File: config.mk
export PLATFORM = sky130hd
export DESIGN_NAME = inbox_mailbox
export DESIGN_NICKNAME = d
export VERILOG_FILES = /design/src/rtl/mbx_pkg.sv /design/src/rtl/mbx_decode.sv /design/src/rtl/mbx_queue.sv /design/src/rtl/mbx_config.sv /design/src/rtl/inbox_mailbox.sv
export SDC_FILE = /design/constraint.sdc
export NUM_CORES = 1
export LEC_CHECK = 0
export ABC_AREA = 1
export BUFFER_PORTS_ARGS = -buffer_cell sky130_fd_sc_hd__buf_4
export CORE_MARGIN = 2
export CORE_UTILIZATION = 35
export CTS_CLUSTER_SIZE = 40
export DETAILED_ROUTE_END_ITERATION = 12
export GPL_TIMING_DRIVEN = 0
export PLACE_DENSITY = 0.5
export SLEW_MARGIN = 10
export SYNTH_ARGS = -nofsm -noshare
export SYNTH_HDL_FRONTEND = slang
export SYNTH_SLANG_ARGS = --single-unit
File: constraint.sdc
create_clock -name clk -period 6.15 [get_ports clk]
set_input_delay 0.9225 -clock clk [delete_from_list [all_inputs] [get_ports clk]]
set_output_delay 0.9225 -clock clk [all_outputs]
set_load 0.01 [all_outputs]
File: src/rtl/mbx_pkg.sv
package mbx_pkg;
    localparam int unsigned WORD_W = 32;
    localparam logic [WORD_W-1:0] NO_DATA = 32'hFFFF_FFFF;

    localparam logic [7:0] OFS_POP_LO  = 8'h80;
    localparam logic [7:0] OFS_POP_HI  = 8'h8C;
    localparam logic [7:0] OFS_PEEK    = 8'h90;
    localparam logic [7:0] OFS_SENDER  = 8'h94;
    localparam logic [7:0] OFS_STATUS  = 8'h98;
    localparam logic [7:0] OFS_CONFIG  = 8'h9C;
    localparam logic [7:0] OFS_OBX     = 8'hB8;

    localparam int unsigned ST_FULL_BIT  = 31;
    localparam int unsigned ST_EMPTY_BIT = 30;
    localparam int unsigned CF_EN_BIT    = 0;
    localparam int unsigned CF_PEND_BIT  = 4;

    typedef enum logic [2:0] {
        RSEL_ZERO,
        RSEL_POP,
        RSEL_PEEK,
        RSEL_STATUS,
        RSEL_CONFIG,
        RSEL_OBX
    } rsel_e;

    typedef struct packed {
        logic  pop;
        logic  cfg_wr;
        rsel_e rsel;
    } dec_t;

    typedef struct packed {
        logic full;
        logic empty;
    } qflags_t;

    function automatic logic [WORD_W-1:0] status_word(qflags_t f);
        logic [WORD_W-1:0] w;
        w = '0;
        w[ST_FULL_BIT]  = f.full;
        w[ST_EMPTY_BIT] = f.empty;
        return w;
    endfunction

    function automatic logic [WORD_W-1:0] config_word(logic en, logic pend);
        logic [WORD_W-1:0] w;
        w = '0;
        w[CF_EN_BIT]   = en;
        w[CF_PEND_BIT] = pend;
        return w;
    endfunction
endpackage

File: src/rtl/mbx_decode.sv
module mbx_decode
    import mbx_pkg::*;
#(
    parameter int unsigned ADDR_W = 12
) (
    input  logic              sel,
    input  logic              wr,
    input  logic [ADDR_W-1:0] addr,
    output dec_t              dec
);
    logic [7:0] ofs;

    assign ofs = addr[7:0];

    always_comb begin
        dec = '{pop: 1'b0, cfg_wr: 1'b0, rsel: RSEL_ZERO};
        if (sel && !wr) begin
            if (ofs >= OFS_POP_LO && ofs <= OFS_POP_HI) begin
                dec.rsel = RSEL_POP;
                dec.pop  = 1'b1;
            end else begin
                case (ofs)
                    OFS_PEEK:   dec.rsel = RSEL_PEEK;
                    OFS_STATUS: dec.rsel = RSEL_STATUS;
                    OFS_CONFIG: dec.rsel = RSEL_CONFIG;
                    OFS_OBX:    dec.rsel = RSEL_OBX;
                    default:    dec.rsel = RSEL_ZERO;
                endcase
            end
        end else if (sel && wr && ofs == OFS_CONFIG) begin
            dec.cfg_wr = 1'b1;
        end
    end
endmodule

File: src/rtl/mbx_queue.sv
module mbx_queue
    import mbx_pkg::*;
#(
    parameter int unsigned DEPTH = 8
) (
    input  logic              clk,
    input  logic              rst,
    input  logic              pop_req,
    input  logic              push_valid,
    input  logic [WORD_W-1:0] push_data,
    output logic [WORD_W-1:0] head,
    output qflags_t           flags
);
    localparam int unsigned CW = $clog2(DEPTH + 1);
    localparam logic [CW-1:0] FULL_CNT = CW'(DEPTH);

    logic [WORD_W-1:0] slot [DEPTH];
    logic [CW-1:0]     count;
    logic              do_pop;
    logic              do_push;
    logic [CW-1:0]     wr_idx;

    assign do_pop  = pop_req && (count != '0);
    assign do_push = push_valid && (count != FULL_CNT);
    assign wr_idx  = do_pop ? count - 1'b1 : count;

    always_ff @(posedge clk) begin
        if (rst) begin
            count <= '0;
            for (int i = 0; i < DEPTH; i++) slot[i] <= NO_DATA;
        end else begin
            if (do_pop) begin
                for (int i = 0; i < DEPTH - 1; i++) slot[i] <= slot[i+1];
                slot[DEPTH-1] <= NO_DATA;
            end
            if (do_push) begin
                for (int i = 0; i < DEPTH; i++)
                    if (wr_idx == CW'(i)) slot[i] <= push_data;
            end
            case ({do_push, do_pop})
                2'b10:   count <= count + 1'b1;
                2'b01:   count <= count - 1'b1;
                default: count <= count;
            endcase
        end
    end

    assign head        = slot[0];
    assign flags.full  = (count == FULL_CNT);
    assign flags.empty = (count == '0);

    AST_FULL_PUSH_DROP: assert property (@(posedge clk) disable iff (rst)
        (count == FULL_CNT) && push_valid && !pop_req |=> count == FULL_CNT);
    AST_EMPTY_POP_STILL: assert property (@(posedge clk) disable iff (rst)
        (count == '0) && pop_req && !push_valid |=> count == '0);
    AST_POP_SHRINK: assert property (@(posedge clk) disable iff (rst)
        (count != '0) && pop_req && !push_valid |=> count == $past(count) - 1'b1);
    AST_COUNT_LIMIT: assert property (@(posedge clk) disable iff (rst)
        count <= FULL_CNT);
endmodule

File: src/rtl/mbx_config.sv
module mbx_config
    import mbx_pkg::*;
(
    input  logic              clk,
    input  logic              rst,
    input  logic              cfg_wr,
    input  logic [WORD_W-1:0] wdata,
    output logic              irq_en
);
    always_ff @(posedge clk) begin
        if (rst) irq_en <= 1'b0;
        else if (cfg_wr) irq_en <= wdata[CF_EN_BIT];
    end

    AST_CFG_HOLD: assert property (@(posedge clk) disable iff (rst)
        !cfg_wr |=> $stable(irq_en));
endmodule

File: src/rtl/inbox_mailbox.sv
module inbox_mailbox
    import mbx_pkg::*;
#(
    parameter int unsigned ADDR_W = 12,
    parameter int unsigned DEPTH  = 8
) (
    input  logic              clk,
    input  logic              rst,
    input  logic              bus_sel,
    input  logic              bus_wr,
    input  logic [ADDR_W-1:0] bus_addr,
    input  logic [31:0]       bus_wdata,
    output logic [31:0]       bus_rdata,
    input  logic              push_valid,
    input  logic [31:0]       push_data,
    input  logic [31:0]       obx_status,
    output logic              irq
);
    dec_t              dec;
    qflags_t           flags;
    logic [WORD_W-1:0] head;
    logic              irq_en;

    mbx_decode #(.ADDR_W(ADDR_W)) u_dec (
        .sel(bus_sel), .wr(bus_wr), .addr(bus_addr), .dec(dec)
    );

    mbx_queue #(.DEPTH(DEPTH)) u_q (
        .clk(clk), .rst(rst), .pop_req(dec.pop),
        .push_valid(push_valid), .push_data(push_data),
        .head(head), .flags(flags)
    );

    mbx_config u_cfg (
        .clk(clk), .rst(rst), .cfg_wr(dec.cfg_wr),
        .wdata(bus_wdata), .irq_en(irq_en)
    );

    always_comb begin
        case (dec.rsel)
            RSEL_POP:    bus_rdata = flags.empty ? NO_DATA : head;
            RSEL_PEEK:   bus_rdata = head;
            RSEL_STATUS: bus_rdata = status_word(flags);
            RSEL_CONFIG: bus_rdata = config_word(irq_en, !flags.empty);
            RSEL_OBX:    bus_rdata = obx_status;
            default:     bus_rdata = '0;
        endcase
    end

    assign irq = irq_en && !flags.empty;

    AST_IRQ_NEEDS_EN: assert property (@(posedge clk) disable iff (rst)
        irq |-> irq_en);
    AST_EMPTY_MARKER: assert property (@(posedge clk) disable iff (rst)
        dec.pop && flags.empty |-> bus_rdata == NO_DATA);
    AST_FLAGS_EXCL: assert property (@(posedge clk) disable iff (rst)
        !(flags.full && flags.empty));
endmodule

==> results of run 1 <==
[cell families after synthesis]
kind of cell	after synthesis	synth area share, %
xor+xnor	2	0.131
compound gates	246	9.33
buf+inv	230	7.31
flops	261	58.3
simple gates	721	24.5
fa+ha+maj	4	0.375
[critical path, cell delays in order]
cell      delay (ns)
buf_4           0.11
nor2_2          0.24
nand2_1         0.14
nand2_1         0.20
nand2_1         0.12
nand3_1         0.11
nand2_1         0.11
nor2_1          0.32
clkbuf_1        0.49
nand2_1         0.16
nand4_1         0.14
buf_4           0.13
[power breakdown]
part	switching, mW	internal (mW)
clock	0.670	0.890
combinational	0.251	0.104
sequential	0.0125	2.00
[synth_stat cells, drive strengths merged]
cell type and count:
o21ai 155, buf 50, nor2 122, nand4 41, xor2 1, edfxtp 256, dfxtp 5, a21oi 91
or2 64, nand3b 2, nand3 109, clkbuf 43, xnor2 1, inv 134, nor3 3, clkinv 3
ha 4, nand2 380
[sequential cells by signal, summed over array words and instances, names as in the netlist]
name and cells:
u_q.slot 256, u_q.count 4, u_cfg.irq_en 1
[cell type report]
| cell class | instances | area share, % |
|---|---|---|
| Clock inverter | 14 | 0.588 |
| Buffer | 93 | 2.93 |
| Clock buffer | 33 | 4.70 |
| Tap cell | 511 | 4.06 |
| Sequential cell | 261 | 49.4 |
| Multi-Input combinational cell | 973 | 29.4 |
| Inverter | 137 | 3.26 |
| Timing Repair Buffer | 112 | 5.67 |
[through the flow]
stage          cell area (sq um)  utilization (%)  setup WS, ns  power (mW)  cells
2_1_floorplan              13400                -          1.60        2.26   1464
3_3_place_gp               14800             39.3         0.454        2.40   2084
3_5_place_dp               14900             39.6          2.05        2.41   2087
4_1_cts                    15800             41.8          2.06        3.97   2134
5_1_grt                    15800             41.8          1.87        4.07   2134
6_report                   15800             41.8          2.04        3.93   2134
[routing by layer]
metal / vias to the layer above / routed length, um / global-route usage [%]
met2: 240 / 16500 / 31.2
li1: 5202 / - / -
met5: - / 0 / 0
met3: 66 / 1680 / 2.45
met1: 4236 / 14700 / 21.2
met4: 0 / 1100 / 6.69
[worst paths after layout]
check                    start               end  slack (ns)
hold reg to reg   u_cfg.irq_en      u_cfg.irq_en        0.49
setup reg to reg  u_q.count[0]  u_q.slot[0][201]        2.57
setup / recovery   bus_addr[1]     bus_rdata[30]        2.04
hold / removal    u_cfg.irq_en      u_cfg.irq_en        0.49
==> summary.md, run 1 <==
| Metric | Value |
|---|---|
| Grt total ovfl | 0 |
| Hold Path Class | reg -> reg |
| Hold Worst Slack | slightly below 0.5 ns |
| Largest net degree at the start of global routing | 33 |
| Die ar. | between 30000 and 40000 sq um |
| Slew HR | between 15 and 20% |
| Total CTS buffers | 29 |
| Via/cell ratio | between 4 and 5 |
| Drt first pass iters | 5 |
| Worst-margin pin slew | roughly 1.2 ns |
| Commonest non-fill, non-tap cell in the layout | nand2_1 |
| CTS root buf | clkbuf_16 |
| Final hold vios | 0 |
| Clk_lat worst skew | about 0.57 ns |
| Vias in the first global route | approximately 9700 |
| RSZ-0062 raised after global routing | false |
| CP arrival | 3.18 ns |
| Max VDD drop | about 0.2 mV |
| # hold bufs at CTS | 0 |
| Critical Path Start Type | primary input |
| Core area | approximately 38000 sq um |
| Clk slew on worst S/H paths | 0.05 ns |
| Hold depth | 2 |
| Clock sink count | 261 |
| Leading post-synthesis cells by cell area | edfxtp_1, nand2_1, nand3_1, o21ai_1, a21oi_1 |
| Setup TNS Final | 0 ns |
| Nets | roughly 1700 |
| GRT Util Overall | 17.4% |
| Final setup viols | 0 |
| Row count | ~70 |
| Synthesized netlist net count | 1581 |
| Req. time, crit path | 5.23 ns |
| DRT iter0 DRCs | around 560 |
| Filler cells | 3809 |
| Status | finished, final reports clean |
| Ant. Diodes | 0 |
| Flops & latches, synth | ~260 |
| Synthesized area | around 13000 sq um |
| Area growth, synth to finish | 18.0% |
| Drt total wl | about 34000 um |
| Postcts setup bufs | 0 |
| Register area | approximately 7800 sq um |
| Initial Utilization | 35.5% |
| Die height | ~200 um |
| Worst setup EP type | output port |
| CP max FO | 10 |
| Routed wire per std cell | roughly 16 um |
| Htree depth | 1 |
| Initial antenna violation count | 0 |
| Clk buf depth | 3 |
| Most frequent cells in the layout | nand2_1, edfxtp_1, buf_4, nor2_1, inv_1 |
| PortBufs | roughly 110 |
| Maximum clock frequency | around 0.24 GHz |
| Multi-input logic area | approximately 4600 sq um |
| Yosys cell types | 35 |
| Synth area leader | edfxtp_1 |
| Max Cap Viol | 0 |
| Placer Congestion | 0.852 |
| Synth warnings | 0 |
| Area share of the largest cell type after synthesis | 57.6% |
| R2R cell count | 7 |
| PD cells | 249 nW/um^2 |
| Final Max Tran Viols | 0 |
| Post-synthesis area per instance | 9.12 sq um |
| Crit Path Class | in -> out |
| Via count | roughly 10000 |
| DP HPWL | roughly 27000 um |
| Io pins | about 150 |
| Number of routed nets with antenna violations | 0 |
| Ratio of final minimum period to clock period | 66.8% |
| P_leak | between 5 and 6 nW |
| Clock Skews | roughly 0.024 ns |
| Cells after synthesis | between 1000 and 1500 |
| Die Width | 199 um |
| Fin crit period | slightly above 4 ns |
| DRC viols | 0 |
| CTS tree | built |
| First-pass GRT wire length | about 53000 um |
| Resized cells post-CTS | 0 |
| Register area share after synthesis | between 50% and 60% |
| Share of layout cells above drive strength 1 | 16.6% |
Power figures use the tool's default switching activity.
==> inputs of run 2 (changes only) <==
==> constraint.sdc (replaced) <==
create_clock -name clk -period 4.05 [get_ports clk]
set_input_delay 0.6075 -clock clk [delete_from_list [all_inputs] [get_ports clk]]
set_output_delay 0.6075 -clock clk [all_outputs]
set_load 0.01 [all_outputs]
==> run 2 against run 1 <==
Clock skew fell by 0.018 ns. Worst hold slack worse by 0.13 ns. Sequential power is 51% higher. Via count increased by 0.35%. Clock-buffer cell count is 4 higher. Largest power group unchanged.
==> summary.md, run 2 (synthesized netlist as in run 1, its figures left out) <==
| Metric | Value |
|---|---|
| Status | finished, final reports clean |
| Worst setup EP type | output port |
| Comb pwr share | 9.2% (+0.2 points) |
| Hold Path Class | in -> reg |
| Worst Setup SP | bus_addr[1] |
| Clk slew on worst S/H paths | 0.05 ns (about the same) |
| Switching power total | 1.40 mW (+50%) |
| Buffers & Inverters on Critical Path | 3 (unchanged) |
| Top flop regs | u_q.slot: 256 flops, u_q.count: 4 flops, u_cfg.irq_en: 1 flops |
| First-pass GRT wire length | 52900 um (+0.34%) |
| Clk buf depth | 3 (unchanged) |
| Multi-input logic area | 4630 sq um (about the same) |
| Initial Utilization | 35.5% (unchanged) |
| Clk_lat worst skew | 0.54 ns (-0.03 ns) |
| Ant. Diodes | 0 (unchanged) |
| Die height | 199 um (unchanged) |
| Crit Path Class | in -> out |
| Register area | 7790 sq um (unchanged) |
| DRT iter0 DRCs | 646 (+16%) |
| Die ar. | 39700 sq um (unchanged) |
| PD cells | 375 nW/um^2 (+50%) |
| Ratio of final minimum period to clock period | a little under nine tenths |
| Final Max Tran Viols | 0 (unchanged) |
| CP cell instances | buf_4 > nor2_2 > nand2_1 > a21oi_2 > nand2_1 > nor2_1 > clkbuf_1 > a21oi_1 > nand2_1 > buf_4 |
| Area growth, synth to finish | 17.8% |
| Slowest stage cell on the critical path | clkbuf_1 |
| Sw frac | 23.8% (about the same) |
| RR Startpoint | u_q.count[0] |
| Worst-margin pin slew | 1.22 ns (-0.00561 ns) |
| R2r setup slk | 0.84 ns (-1.73 ns) |
| Filler cells | 3782 (-0.71%) |
| P_leak | 5.49 nW (-0.26%) |
| Delay-heaviest family, CP | simple AND/OR/NAND/NOR gates |
| Largest net degree at the start of global routing | 33 (unchanged) |
| Tot Pwr | 5.90 mW (+50%) |
| Final setup viols | 0 (unchanged) |
| CP arrival | 2.85 ns (-0.33 ns) |
| R2R cell count | 7 (unchanged) |
| Fin crit period | between 3 and 4 ns |
| CTS tree | built |
| Routed wire per std cell | 16.0 um (+0.37%) |
| Max VDD drop | 0.272 mV (+39%) |
| Commonest non-fill, non-tap cell in the layout | nand2_1 |
| Hold depth | 3 (+1) |
| Clk pwr share | 38.9% (-0.8 points) |
| Min-delay src | bus_wdata[0] |
| Req. time, crit path | 3.44 ns (-1.79 ns) |
| RSZ-0062 raised after global routing | false |
| Clock Skews | 0.00571 ns (-0.0185 ns) |
| Vias in the first global route | 9680 (+0.010%) |
| Slew HR | 18.3% (+0.38 points) |
| # hold bufs at CTS | 0 (unchanged) |
| Most used cell, CP | nand2_1 |
| GRT Util Overall | 17.4% (about the same) |
| Total CTS buffers | 29 (unchanged) |
| Via count | 9778 (+0.35%) |
| Biggest register | u_q.slot |
| Placer Congestion | 0.858 (+0.69%) |
| Resized cells post-CTS | 0 (unchanged) |
| Drt first pass iters | 5 (unchanged) |
| Max Cap Viol | 0 (unchanged) |
| Sequential power share | 51.9% (+0.6 points) |
| Layout Cells excl Fill | 2138 (+0.19%) |
| Grt total ovfl | 0 (unchanged) |
| PortBufs | 109 (unchanged) |
| Row count | 71 (unchanged) |
| Initial antenna violation count | 0 (unchanged) |
| Htree depth | 1 (unchanged) |
| R2R Path End | u_q.slot[0][52] |
| CP max FO | 10 (unchanged) |
| CTS root buf | clkbuf_16 |
| Share of layout cells above drive strength 1 | 16.3% (-0.29 points) |
| Hold Worst Slack | 0.357 ns (-0.133 ns) |
| Placed Cells | 2087 (unchanged) |
| Largest stage delay on the critical path | 0.50 ns (about the same) |
| Critical Path Start Type | primary input |
| Max reg flops | 256 (unchanged) |
| DRC viols | 0 (unchanged) |
| Core area | 37700 sq um (unchanged) |
| Io pins | 146 (unchanged) |
| Most frequent cells in the layout | nand2_1, edfxtp_1, buf_4, nor2_1, inv_1 |
| Nets | 1724 (unchanged) |
| Slack of the critical path | 0.588 ns (-1.46 ns) |
| Final hold vios | 0 (unchanged) |
| Clock sink count | 261 (unchanged) |
| Dpl ws | 0.352 ns (-1.70 ns) |
| Number of routed nets with antenna violations | 0 (unchanged) |
| Drt total wl | 34200 um (+0.56%) |
| Postcts setup bufs | 0 (unchanged) |
| DP HPWL | 27600 um (+0.54%) |
| P_int | 4.49 mW (+50%) |
| Via/cell ratio | 4.57 (+0.16%) |
| Worst Hold End | u_cfg.irq_en |
| Maximum clock frequency | ~0.29 GHz |
| Die Width | 199 um (unchanged) |
==> run 2: area by class of cell <==
| type | count | share of cell area (%) |
|---|---|---|
| Clock buffer | 37 | 4.80 |
| Clock inverter | 14 | 0.350 |
| Buffer | 93 | 2.93 |
| Sequential cell | 261 | 49.5 |
| Multi-Input combinational cell | 973 | 29.4 |
| Tap cell | 511 | 4.06 |
| Inverter | 137 | 3.27 |
| Timing Repair Buffer | 112 | 5.68 |
==> run 2: power groups by stage <==
stage                     registers [mW]  logic [mW]  clock network (mW)
after floorplan                     3.12       0.312                   0
after global placement              3.12       0.520                   0
after detailed placement            3.12       0.542                   0
after CTS                           3.06       0.543                2.34
after global routing                3.07       0.598                2.45
final                               3.06       0.540                2.29
==> run 2: through the flow <==
step,utilization (%),instance area (sq um),TNS [ns]
after global placement,39.3,14800,-11.00
after global routing,41.8,15700,0
after floorplan,-,13400,0
after detailed placement,39.6,14900,0
after CTS,41.8,15700,0
final,41.8,15700,0
==> run 2: routing by layer <==
layer | up-vias | GRT usage [%] | wire length, um
li1 | 5215 | - | -
met1 | 4255 | 21.4 | 14800
met2 | 243 | 31.4 | 16700
met3 | 65 | 2.36 | 1630
met4 | 0 | 6.01 | 985
met5 | - | 0 | 0
==> run 2: worst max path at each step <==
stage / slack [ns] / depth (start not counted) / end
2_1_floorplan: 0.69 / 9 / u_q.slot[0][64]
3_3_place_gp: -0.18 / 10 / u_q.slot[0][81]
3_5_place_dp: 0.35 / 11 / u_q.slot[0][145]
4_1_cts: 0.56 / 7 / u_q.slot[0][239]
5_1_grt: 0.42 / 12 / bus_rdata[4]
6_report: 0.59 / 10 / bus_rdata[17]
==> run 2: worst register-to-register path, delay by kind of cell (launching register included) <==
family | cells | cell delay (ns)
buffers and inverters | 2 | 0.23
AOI/OAI and AO/OA | 1 | 0.11
adders and majority gates | 1 | 0.27
DFF | 1 | 0.35
and+or+nand+nor | 3 | 1.79
